===== config.mk =====
export PLATFORM = sky130hd
export DESIGN_NAME = aux_pwm_timer
export DESIGN_NICKNAME = d
export VERILOG_FILES = /design/src/rtl/aux_pwm_pkg.sv /design/src/rtl/aux_pwm_cfg.sv /design/src/rtl/aux_pwm_count.sv /design/src/rtl/aux_pwm_timer.sv
export SDC_FILE = /design/constraint.sdc
export NUM_CORES = 1
export LEC_CHECK = 0
export ABC_AREA = 1
export BUFFER_PORTS_ARGS = -buffer_cell sky130_fd_sc_hd__buf_2
export CAP_MARGIN = 25
export CORE_MARGIN = 3
export CORE_UTILIZATION = 30
export CTS_BUF_LIST = sky130_fd_sc_hd__clkbuf_16
export CTS_CLUSTER_DIAMETER = 200
export DETAILED_ROUTE_END_ITERATION = 6
export PLACE_DENSITY_LB_ADDON = 0.25
export SYNTH_ARGS = -nofsm -noshare
export SYNTH_HDL_FRONTEND = slang
export SYNTH_SLANG_ARGS = --single-unit

===== constraint.sdc =====
create_clock -name clk -period 8.32 [get_ports clk]
set_input_delay 2.496 -clock clk [delete_from_list [all_inputs] [get_ports clk]]
set_output_delay 2.496 -clock clk [all_outputs]
set_load 0.05 [all_outputs]

===== src/rtl/aux_pwm_pkg.sv =====
package aux_pwm_pkg;

    localparam int unsigned MAX_W = 32;

    typedef enum logic [1:0] {
        SEL_CTRL    = 2'd0,
        SEL_COUNT   = 2'd1,
        SEL_PERIOD  = 2'd2,
        SEL_COMPARE = 2'd3
    } reg_sel_e;

    typedef struct packed {
        logic run;
        logic pwm_mode;
    } ctrl_t;

    // compare may reach one past the terminal value (full-high cycle)
    function automatic logic cmp_in_range(input logic [MAX_W:0] cmp,
                                          input logic [MAX_W:0] prd);
        return cmp <= prd + 1'b1;
    endfunction

endpackage


===== src/rtl/aux_pwm_cfg.sv =====
module aux_pwm_cfg
    import aux_pwm_pkg::*;
#(
    parameter int unsigned CNT_W   = 32,
    parameter int unsigned DEF_PRD = 999
) (
    input  logic             clk,
    input  logic             rst,
    input  logic             wr_en,
    input  reg_sel_e         wr_sel,
    input  logic [CNT_W-1:0] wr_data,
    output ctrl_t            ctrl,
    output logic [CNT_W-1:0] sh_prd,
    output logic [CNT_W-1:0] sh_cmp
);

    localparam logic [CNT_W-1:0] RST_PRD = CNT_W'(DEF_PRD);

    logic ctrl_we, prd_we, cmp_we;

    always_comb begin
        ctrl_we = wr_en && (wr_sel == SEL_CTRL);
        prd_we  = wr_en && (wr_sel == SEL_PERIOD) && ctrl.pwm_mode
                  && (wr_data != '0);
        cmp_we  = wr_en && (wr_sel == SEL_COMPARE) && ctrl.pwm_mode
                  && cmp_in_range((MAX_W+1)'(wr_data), (MAX_W+1)'(sh_prd));
    end

    always_ff @(posedge clk) begin
        if (rst) begin
            ctrl   <= '0;
            sh_prd <= RST_PRD;
            sh_cmp <= '0;
        end else begin
            if (ctrl_we) begin
                ctrl.pwm_mode <= wr_data[0];
                ctrl.run      <= wr_data[1];
            end
            if (prd_we) sh_prd <= wr_data;
            if (cmp_we) sh_cmp <= wr_data;
        end
    end

    // a zero terminal value never reaches the shadow
    p_prd_nonzero_r7: assert property (@(posedge clk) disable iff (rst)
        sh_prd != '0);

    // a newly accepted compare value is within range of the shadow period
    p_cmp_bound_r7: assert property (@(posedge clk) disable iff (rst)
        (sh_cmp != $past(sh_cmp)) |->
            ({1'b0, sh_cmp} <= {1'b0, sh_prd} + 1'b1));

    // shadows are frozen while in timestamp mode
    p_capture_ignore_r8: assert property (@(posedge clk) disable iff (rst)
        !ctrl.pwm_mode |=> ($stable(sh_prd) && $stable(sh_cmp)));

endmodule


===== src/rtl/aux_pwm_count.sv =====
module aux_pwm_count
    import aux_pwm_pkg::*;
#(
    parameter int unsigned CNT_W   = 32,
    parameter int unsigned DEF_PRD = 999
) (
    input  logic             clk,
    input  logic             rst,
    input  logic             wr_en,
    input  reg_sel_e         wr_sel,
    input  logic [CNT_W-1:0] wr_data,
    input  ctrl_t            ctrl,
    input  logic [CNT_W-1:0] sh_prd,
    input  logic [CNT_W-1:0] sh_cmp,
    output logic [CNT_W-1:0] cnt,
    output logic [CNT_W-1:0] act_prd,
    output logic [CNT_W-1:0] act_cmp
);

    localparam logic [CNT_W-1:0] RST_PRD = CNT_W'(DEF_PRD);
    localparam logic [CNT_W-1:0] ONE     = CNT_W'(1);

    logic cnt_we, wrap;

    always_comb begin
        cnt_we = wr_en && (wr_sel == SEL_COUNT);
        wrap   = ctrl.run && ctrl.pwm_mode && !cnt_we && (cnt >= act_prd);
    end

    always_ff @(posedge clk) begin
        if (rst) begin
            cnt     <= '0;
            act_prd <= RST_PRD;
            act_cmp <= '0;
        end else if (cnt_we) begin
            cnt <= wr_data;
        end else if (wrap) begin
            cnt     <= '0;
            act_prd <= sh_prd;
            act_cmp <= sh_cmp;
        end else if (ctrl.run) begin
            cnt <= cnt + ONE;
        end
    end

    // stopped counter holds
    p_hold_r2: assert property (@(posedge clk) disable iff (rst)
        (!ctrl.run && !cnt_we) |=> $stable(cnt));

    // running counter steps by one when not wrapping
    p_step_r2: assert property (@(posedge clk) disable iff (rst)
        (ctrl.run && !cnt_we && !(ctrl.pwm_mode && cnt >= act_prd))
            |=> (cnt == $past(cnt) + ONE));

    // reaching the terminal value returns the counter to zero
    p_wrap_r4: assert property (@(posedge clk) disable iff (rst)
        (ctrl.run && ctrl.pwm_mode && !cnt_we && cnt >= act_prd)
            |=> (cnt == '0));

    // active settings change only on a wrap edge
    p_active_hold_r6: assert property (@(posedge clk) disable iff (rst)
        !(ctrl.run && ctrl.pwm_mode && !cnt_we && cnt >= act_prd)
            |=> ($stable(act_prd) && $stable(act_cmp)));

    // direct counter write lands on the next edge
    p_load_r9: assert property (@(posedge clk) disable iff (rst)
        cnt_we |=> (cnt == $past(wr_data)));

endmodule


===== src/rtl/aux_pwm_timer.sv =====
module aux_pwm_timer
    import aux_pwm_pkg::*;
#(
    parameter int unsigned CNT_W   = 32,
    parameter int unsigned DEF_PRD = 999
) (
    input  logic             clk,
    input  logic             rst,
    input  logic             wr_en,
    input  logic [1:0]       wr_sel,
    input  logic [CNT_W-1:0] wr_data,
    output logic [CNT_W-1:0] cnt_out,
    output logic             pwm_out
);

    reg_sel_e         sel;
    ctrl_t            ctrl;
    logic [CNT_W-1:0] sh_prd, sh_cmp, act_prd, act_cmp, cnt;

    assign sel = reg_sel_e'(wr_sel);

    aux_pwm_cfg #(.CNT_W(CNT_W), .DEF_PRD(DEF_PRD)) u_cfg (
        .clk     (clk),
        .rst     (rst),
        .wr_en   (wr_en),
        .wr_sel  (sel),
        .wr_data (wr_data),
        .ctrl    (ctrl),
        .sh_prd  (sh_prd),
        .sh_cmp  (sh_cmp)
    );

    aux_pwm_count #(.CNT_W(CNT_W), .DEF_PRD(DEF_PRD)) u_count (
        .clk     (clk),
        .rst     (rst),
        .wr_en   (wr_en),
        .wr_sel  (sel),
        .wr_data (wr_data),
        .ctrl    (ctrl),
        .sh_prd  (sh_prd),
        .sh_cmp  (sh_cmp),
        .cnt     (cnt),
        .act_prd (act_prd),
        .act_cmp (act_cmp)
    );

    // high from cycle start until the compare match
    always_comb begin
        cnt_out = cnt;
        pwm_out = ctrl.pwm_mode && (cnt < act_cmp);
    end

    // first count of a cycle drives high whenever compare is nonzero
    p_start_high_r5: assert property (@(posedge clk) disable iff (rst)
        (ctrl.pwm_mode && cnt == '0 && act_cmp != '0) |-> pwm_out);

endmodule


==> results by group, run 1 <==
Synth
  – FF+latch count, synth: 162
  – Post-synth top area share: 0.307
  – Synth Area in XOR/XNOR: 0.0257
  – Post-Synth Simple-Gate Area: 0.283
  – Count leader, synth: nand2_1
  – Top_reg_cell synth: dfxtp_1
  – Synth cell count leaders: nand2_1 (261), inv_1 (220), a21oi_1 (188)
  – Syn Inst Count: 1,546
  – Synth warn: 0
  – Async set or reset register ratio after synthesis: 0
  – Multiplexer share of the synthesized area: 0
  – Mean Syn Cell Area: 6.84 µm²
  – Post-Syn Area: ~11,000 µm²
  – Main area contributors after synthesis: dfxtp_1 (31%), ha_1 (11%), nand2_1 (9.3%)
  – Complex-gate fraction of the synthesized area: 0.152
  – Sequential area share after synthesis: 0.307
  – Synth cell types: between 40 and 50
  – Post-synth top area cell: dfxtp_1
  – Adder-cell share of the synthesized area: 0.115
  – Synthesized Nets: between 1,500 and 2,000
  – Post-synth EDFFs: 0
  – Main combinational cell family by area after synthesis: simple AND/OR/NAND/NOR gates

Status
  – Run status: finished, final reports clean

Timing
  – Slew margin rel.: 0.301
  – Slew @ Worst Pin: around 1000 ps
  – Post-route clock period utilization: 0.612
  – Min cycle time layout: between 5000 and 6000 ps
  – F_max: just under 200 MHz
  – Setup clock skew after layout: around 11 ps
  – Fin. max-slew vios: 0
  – Setup TNS: 0 ps
  – RSZ-0062 raised after global routing: no
  – Hold Vio Cnt, Final: 0
  – Setup violators final: 0

Job
  – Max Cap Viol: 0

Power and ir drop
  – Sw frac: 0.297
  – Static Leak: a little under 0.005 µW
  – Gate power share: 0.139
  – Final Power: about 1800 µW
  – Clk network pwr share: 0.423
  – Power Density: about 160 nW/µm²
  – Sw Pwr: between 500 and 600 µW
  – Maximum VDD drop: about 90 µV
  – P_int: between 1000 and 1500 µW
  – Sequential Power Share: 0.437

Worst setup path
  – Stages on worst setup path: 8
  – Cells along the critical path: ha_1 > a21oi_1 > o21ai_0 > nor3b_1 > o21ai_0 > nand2_1 > a21oi_1 > buf_2
  – Reg2reg path depth: 18
  – Crit end category: primary output
  – Critical path class: reg2out
  – CP max FO: 6
  – Worst Path Buf+Inv: 1
  – Worst EP arrival: about 2600 ps
  – CP required: around 5800 ps
  – Crit path max-delay family: compound AO/OA/AOI/OAI gates
  – Startpoint types: register
  – Worst path max stage delay: between 400 and 500 ps
  – CP max-delay cell: dfxtp_1

Placement
  – Placed cell area: between 10,000 and 15,000 µm²
  – I/O Buffers: 69
  – Dpl hpwl: 24,800 µm
  – Placed insts: ~2,000
  – Routability cong.: roughly 0.94

Clock network
  – Clock Sinks: between 150 and 200
  – Post-CTS resize count: 0
  – Setup Buffers After CTS: 0
  – Clock transition at path regs: 60 ps
  – Post-CTS Hold Fix Bufs: 0
  – CTS Root Cell: clkbuf_16
  – Clock buffer depth: 2
  – Clock latency at the later pin of the worst-skew pair: about 430 ps
  – CTS tree: yes
  – CTS H-Tree Depth: 4
  – Total CTS buffers: 17

Final layout
  – FF+latch area: around 3200 µm²
  – Multi-input logic area: just over 6000 µm²
  – Fin area: 11,800 µm²
  – Number of fill cells: about 3,800
  – Final std cells w/o fill: between 2,000 and 2,500
  – Final #Nets: ~1,700
  – Layout overhead on the synthesized area: 11.3%
  – Layout cells sized above 1: 0.0959
  – Ant. Diodes: 0

Route
  – TritonRoute pass-1 iters: 6
  – Vias/cell: between 4 and 5
  – Final wirelength: 33,900 µm
  – DRC viols: 0
  – DR vias: 10,200
  – Post-DR wirelength/cell: between 15 and 20 µm
  – Iteration-0 DRC count of the detailed router: ~770
  – Antenna-violating nets left: 0

Hold path
  – Hold Path Cell Cnt: 2
  – HP Class: reg2reg

Floorplanning
  – Die Wd: approximately 190 µm
  – Die footprint: 37,500 µm²
  – Starting Density: 0.305
  – Core ar.: between 30,000 and 40,000 µm²
  – Number of primary I/O pins: 70
  – Cell row count: 68
  – Die Ht: about 190 µm

Global routing
  – Total Routing Usage GR: 0.178
  – Largest net degree at the start of global routing: 90
  – Initial antenna violation count: 0
  – First-pass GRT wire length: 54,000 µm
  – Congestion Overflow GR: 0
  – Vias in the first global route: 9,839
[metal layers]
metal  GRT usage  part of all wire  wire length (µm)
met3      0.0226             0.048              1620
met1       0.256              0.49             16700
met2       0.283              0.44             15100
met5           0                 0                 0
met4      0.0474             0.017               563
[per-stage QoR]
stage / hold slack, ps / worst slack (ps) / utilization
3_3_place_gp: 448 / 2970 / 0.322
5_1_grt: 469 / 3020 / 0.340
6_report: 459 / 3230 / 0.340
4_1_cts: 462 / 3110 / 0.340
3_5_place_dp: 452 / 3100 / 0.323
2_1_floorplan: 429 / 3530 / -
[cells by family (layout without fill, tap and decap cells)]
kind of cell | count (synthesis) | in the layout
and+or+nand+nor | 657 | 657
AOI/OAI and AO/OA | 300 | 300
buffers and inverters | 299 | 338
DFF | 162 | 162
adders and majority gates | 97 | 97
xor gates and xnor gates | 31 | 31
[worst min-delay path, stage by stage (launching register included)]
cell	delay, ps
dfxtp_1	310
nand2_1	60
a21oi_1	50
[sequential cells by signal, indices dropped and copies added, names as in the netlist]
signal / count
u_count.act_prd: 32
u_cfg.sh_cmp: 32
u_count.cnt: 32
u_cfg.ctrl: 2
u_count.act_cmp: 32
u_cfg.sh_prd: 32
[final timing paths]
| path | from | end | slack [ps] |
|---|---|---|---|
| worst min register to register | u_count.act_cmp[27] | u_count.act_cmp[27] | 460 |
| worst min-delay path | u_count.act_cmp[27] | u_count.act_cmp[27] | 460 |
| worst max-delay path | u_count.cnt[1] | pwm_out | 3230 |
| worst max register to register | u_cfg.sh_prd[0] | u_cfg.sh_cmp[21] | 4310 |
[final cells by class]
type | count | area share
Timing Repair Buffer | 76 | 0.0355
Inverter | 230 | 0.0734
Multi-Input combinational cell | 1085 | 0.519
Clock buffer | 17 | 0.0362
Sequential cell | 162 | 0.276
Tap cell | 455 | 0.0484
Clock inverter | 15 | 0.0123
[power groups by stage]
stage          Combinational [µW]  Sequential [µW]  Clock [µW]
4_1_cts                       259              806         792
3_5_place_dp                  258              823           0
6_report                      256              806         780
3_3_place_gp                  255              824           0
2_1_floorplan                 165              835           0
5_1_grt                       286              807         827
[layout by cell type (no fill, tap or decap), types with 5 or more instances in the layout]
| master | count |
|---|---|
| a21oi_1 | 188 |
| buf_2 | 69 |
| buf_4 | 6 |
| clkbuf_16 | 17 |
| dfxtp_1 | 162 |
| ha_1 | 97 |
| inv_1 | 222 |
| inv_2 | 11 |
| nand2_1 | 261 |
| nand2_2 | 10 |
| nand3_1 | 141 |
| nand4_1 | 32 |
| nor2_1 | 150 |
| nor2_4 | 5 |
| nor3_1 | 24 |
| nor4_1 | 7 |
| o211ai_1 | 15 |
| o21ai_0 | 53 |
| o22ai_1 | 32 |
| xnor2_1 | 7 |
| xor2_1 | 24 |
Note: power is estimated with default switching activity, not from simulation.
==> run 2, diff against run 1 <==
--- a/config.mk
+++ b/config.mk
@@ -5,7 +5,7 @@
 export SDC_FILE = /design/constraint.sdc
 export NUM_CORES = 1
 export LEC_CHECK = 0
-export ABC_AREA = 1
+export ABC_AREA = 0
 export BUFFER_PORTS_ARGS = -buffer_cell sky130_fd_sc_hd__buf_2
 export CAP_MARGIN = 25
 export CORE_MARGIN = 3
==> constraint.sdc (replaced) <==
create_clock -name clk -period 5 [get_ports clk]
set_input_delay 1.5 -clock clk [delete_from_list [all_inputs] [get_ports clk]]
set_output_delay 1.5 -clock clk [all_outputs]
set_load 0.05 [all_outputs]
==> run 2 against run 1 <==
Compared with the run above: setup slack got worse by 2500 ps; via count shrank 21%; first-iteration DRC count is 31% lower; clock-buffer cell count unchanged.
==> results by group, run 2 <==
Status
  – Run status: finished, final reports clean

Clock network
  – Post-CTS resize count: 0
  – CTS tree: yes
  – Clock transition at path regs: 70 ps
  – CTS Root Cell: clkbuf_16
  – Setup Buffers After CTS: 0
  – CTS H-Tree Depth: 4
  – Clock latency at the later pin of the worst-skew pair: approximately 430 ps
  – Clock buffer depth: 2
  – Total CTS buffers: 17
  – Clock Sinks: about 160
  – Post-CTS Hold Fix Bufs: 0

Synth
  – Synth warn: 0
  – Top_reg_cell synth: dfxtp_1
  – Post-synth top area share: 0.340
  – Synthesized Nets: 1,248
  – Post-synth top area cell: dfxtp_1
  – Post-synth EDFFs: 0
  – Post-Syn Area: approximately 9500 µm²
  – Count leader, synth: dfxtp_1
  – Syn Inst Count: 1,114
  – Sequential area share after synthesis: 0.340
  – Main area contributors after synthesis: dfxtp_1 (34%), mux2i_1 (13%), ha_1 (13%)
  – Async set or reset register ratio after synthesis: 0
  – Mean Syn Cell Area: approximately 8.6 µm²
  – Synth cell types: 47
  – FF+latch count, synth: between 150 and 200
  – Synth cell count leaders: dfxtp_1 (162), mux2i_1 (127), nor2_1 (127)

Route
  – TritonRoute pass-1 iters: 5
  – Final wirelength: 28,600 µm
  – Post-DR wirelength/cell: ~18 µm
  – DR vias: about 8,000
  – Antenna-violating nets left: 0
  – Iteration-0 DRC count of the detailed router: around 540
  – Vias/cell: approximately 5
  – DRC viols: 0

Floorplanning
  – Die Ht: roughly 180 µm
  – Die Wd: roughly 180 µm
  – Number of primary I/O pins: 70
  – Starting Density: 0.308
  – Die footprint: roughly 34,000 µm²
  – Cell row count: 64
  – Core ar.: between 30,000 and 40,000 µm²

Global routing
  – Initial antenna violation count: 0
  – GR Util met1: 0.253
  – Largest net degree at the start of global routing: 70
  – First-pass GRT wire length: 45,500 µm
  – Congestion Overflow GR: 0
  – Met3 Use GR: 0.0280
  – GRT met2 Usage: 0.266
  – Vias in the first global route: about 7,700
  – GRT Max-Usage Layer: met2
  – Total Routing Usage GR: 0.172

Timing
  – Post-route clock period utilization: 0.854
  – Hold Vio Cnt, Final: 0
  – Setup TNS: 0 ps
  – F_max: around 230 MHz
  – Min cycle time layout: ~4300 ps
  – Setup clock skew after layout: ~11 ps
  – Fin. max-slew vios: 0
  – Setup violators final: 0
  – Slew margin rel.: 0.310
  – Slew @ Worst Pin: between 1000 and 1500 ps
  – RSZ-0062 raised after global routing: no

Final layout
  – Layout overhead on the synthesized area: 14.2%
  – Final #Nets: 1,300
  – Util after Layout: 0.351
  – Fin area: between 10,000 and 15,000 µm²
  – Number of fill cells: ~3,200
  – Commonest non-fill, non-tap cell in the layout: dfxtp_1
  – Ant. Diodes: 0
  – Layout cells sized above 1: 0.104
  – Most frequent cells in the layout: dfxtp_1 (162), nor2_1 (127), mux2i_1 (127)
  – Final std cells w/o fill: 1,574

Worst setup path
  – Crit end category: primary output
  – FF-to-FF setup slack: 770 ps
  – Critical path class: reg2out
  – Reg2reg path depth: 15
  – CP required: 3500 ps
  – CP max FO: 3
  – Startpoint types: register
  – Worst EP arrival: 2770 ps

Placement
  – Routability cong.: roughly 0.84
  – Dpl hpwl: between 20,000 and 25,000 µm
  – I/O Buffers: 69
  – Placed cell area: around 10,000 µm²
  – Placed insts: roughly 1,500

Hold path
  – Hold Path Cell Cnt: 2
  – HP Class: reg2reg

Power and ir drop
  – Static Leak: 0.00503 µW
  – Power Density: between 200 and 300 nW/µm²
  – Maximum VDD drop: 229 µV

Job
  – Max Cap Viol: 0
-- run 2: cell types whose count changed in the layout (fill, tap and decap cells not counted), sizes merged, moves of 18 or more --
| cell | change |
|---|---|
| mux2i | +127 |
| a221oi | +22 |
| nand3 | -116 |
| xnor2 | +18 |
| o22ai | -32 |
| inv | -153 |
| o21ai | -20 |
| a21oi | -144 |
| nand2 | -151 |
| and3 | +34 |
| nor2 | -32 |
-- run 2: per-stage QoR --
| step | hold WS (ps) | power, µW | worst slack (ps) |
|---|---|---|---|
| after floorplan | 434 | 1560 | 720 |
| after global placement | 443 | 1690 | 875 |
| after detailed placement | 448 | 1690 | 803 |
| after CTS | 458 | 2950 | 668 |
| after global routing | 476 | 3050 | 478 |
| final | 456 | 2930 | 728 |
-- run 2: cell families after synthesis --
logic type | synth area share
simple gates | 0.198
flops | 0.340
compound gates | 0.100
buf+inv | 0.0550
mux | 0.133
fa+ha+maj | 0.127
xor+xnor | 0.0459
-- run 2: final cells by class --
cell class                 instances  area, µm²  area share
clock buffer                      17        425      0.0391
clock inverter                    14        133      0.0122
inverter                          79        297      0.0272
multi-input combinational        822       5810       0.534
sequential                       162       3240       0.298
tap                              396        495      0.0455
timing repair buffer              84        485      0.0446
-- run 2: routing by layer --
| metal | part of all wire | wire length [µm] | vias to the layer above |
|---|---|---|---|
| met5 | 0 | 0 | - |
| met4 | 0.0088 | 252 | 0 |
| met3 | 0.040 | 1130 | 16 |
| met2 | 0.44 | 12600 | 162 |
| met1 | 0.51 | 14600 | 3834 |
| li1 | - | - | 4025 |
-- run 2: final timing paths --
path,startpoint,endpoint
worst min-delay path,u_cfg.sh_cmp[23],u_cfg.sh_cmp[23]
worst max-delay path,u_count.act_cmp[5],pwm_out
worst min register to register,u_cfg.sh_cmp[23],u_cfg.sh_cmp[23]
worst max register to register,u_cfg.sh_prd[1],u_cfg.sh_cmp[20]
-- run 2: critical path, cell delays in order, from the launching register on --
cell and delay (ps):
dfxtp_1 340, inv_1 50, ha_1 300, a21oi_1 140
o21ai_0 100, nor3_1 120, o21ai_0 140, a221o_1 360
a211o_1 320, a21oi_1 180, buf_2 290
-- run 2: power by group --
| part | switching (µW) | total, µW | internal [µW] | leakage, µW |
|---|---|---|---|---|
| Sequential | 30.2 | 1330 | 1300 | 0.00131 |
| Combinational | 219 | 328 | 109 | 0.00347 |
| Clock | 576 | 1260 | 688 | 0.000254 |
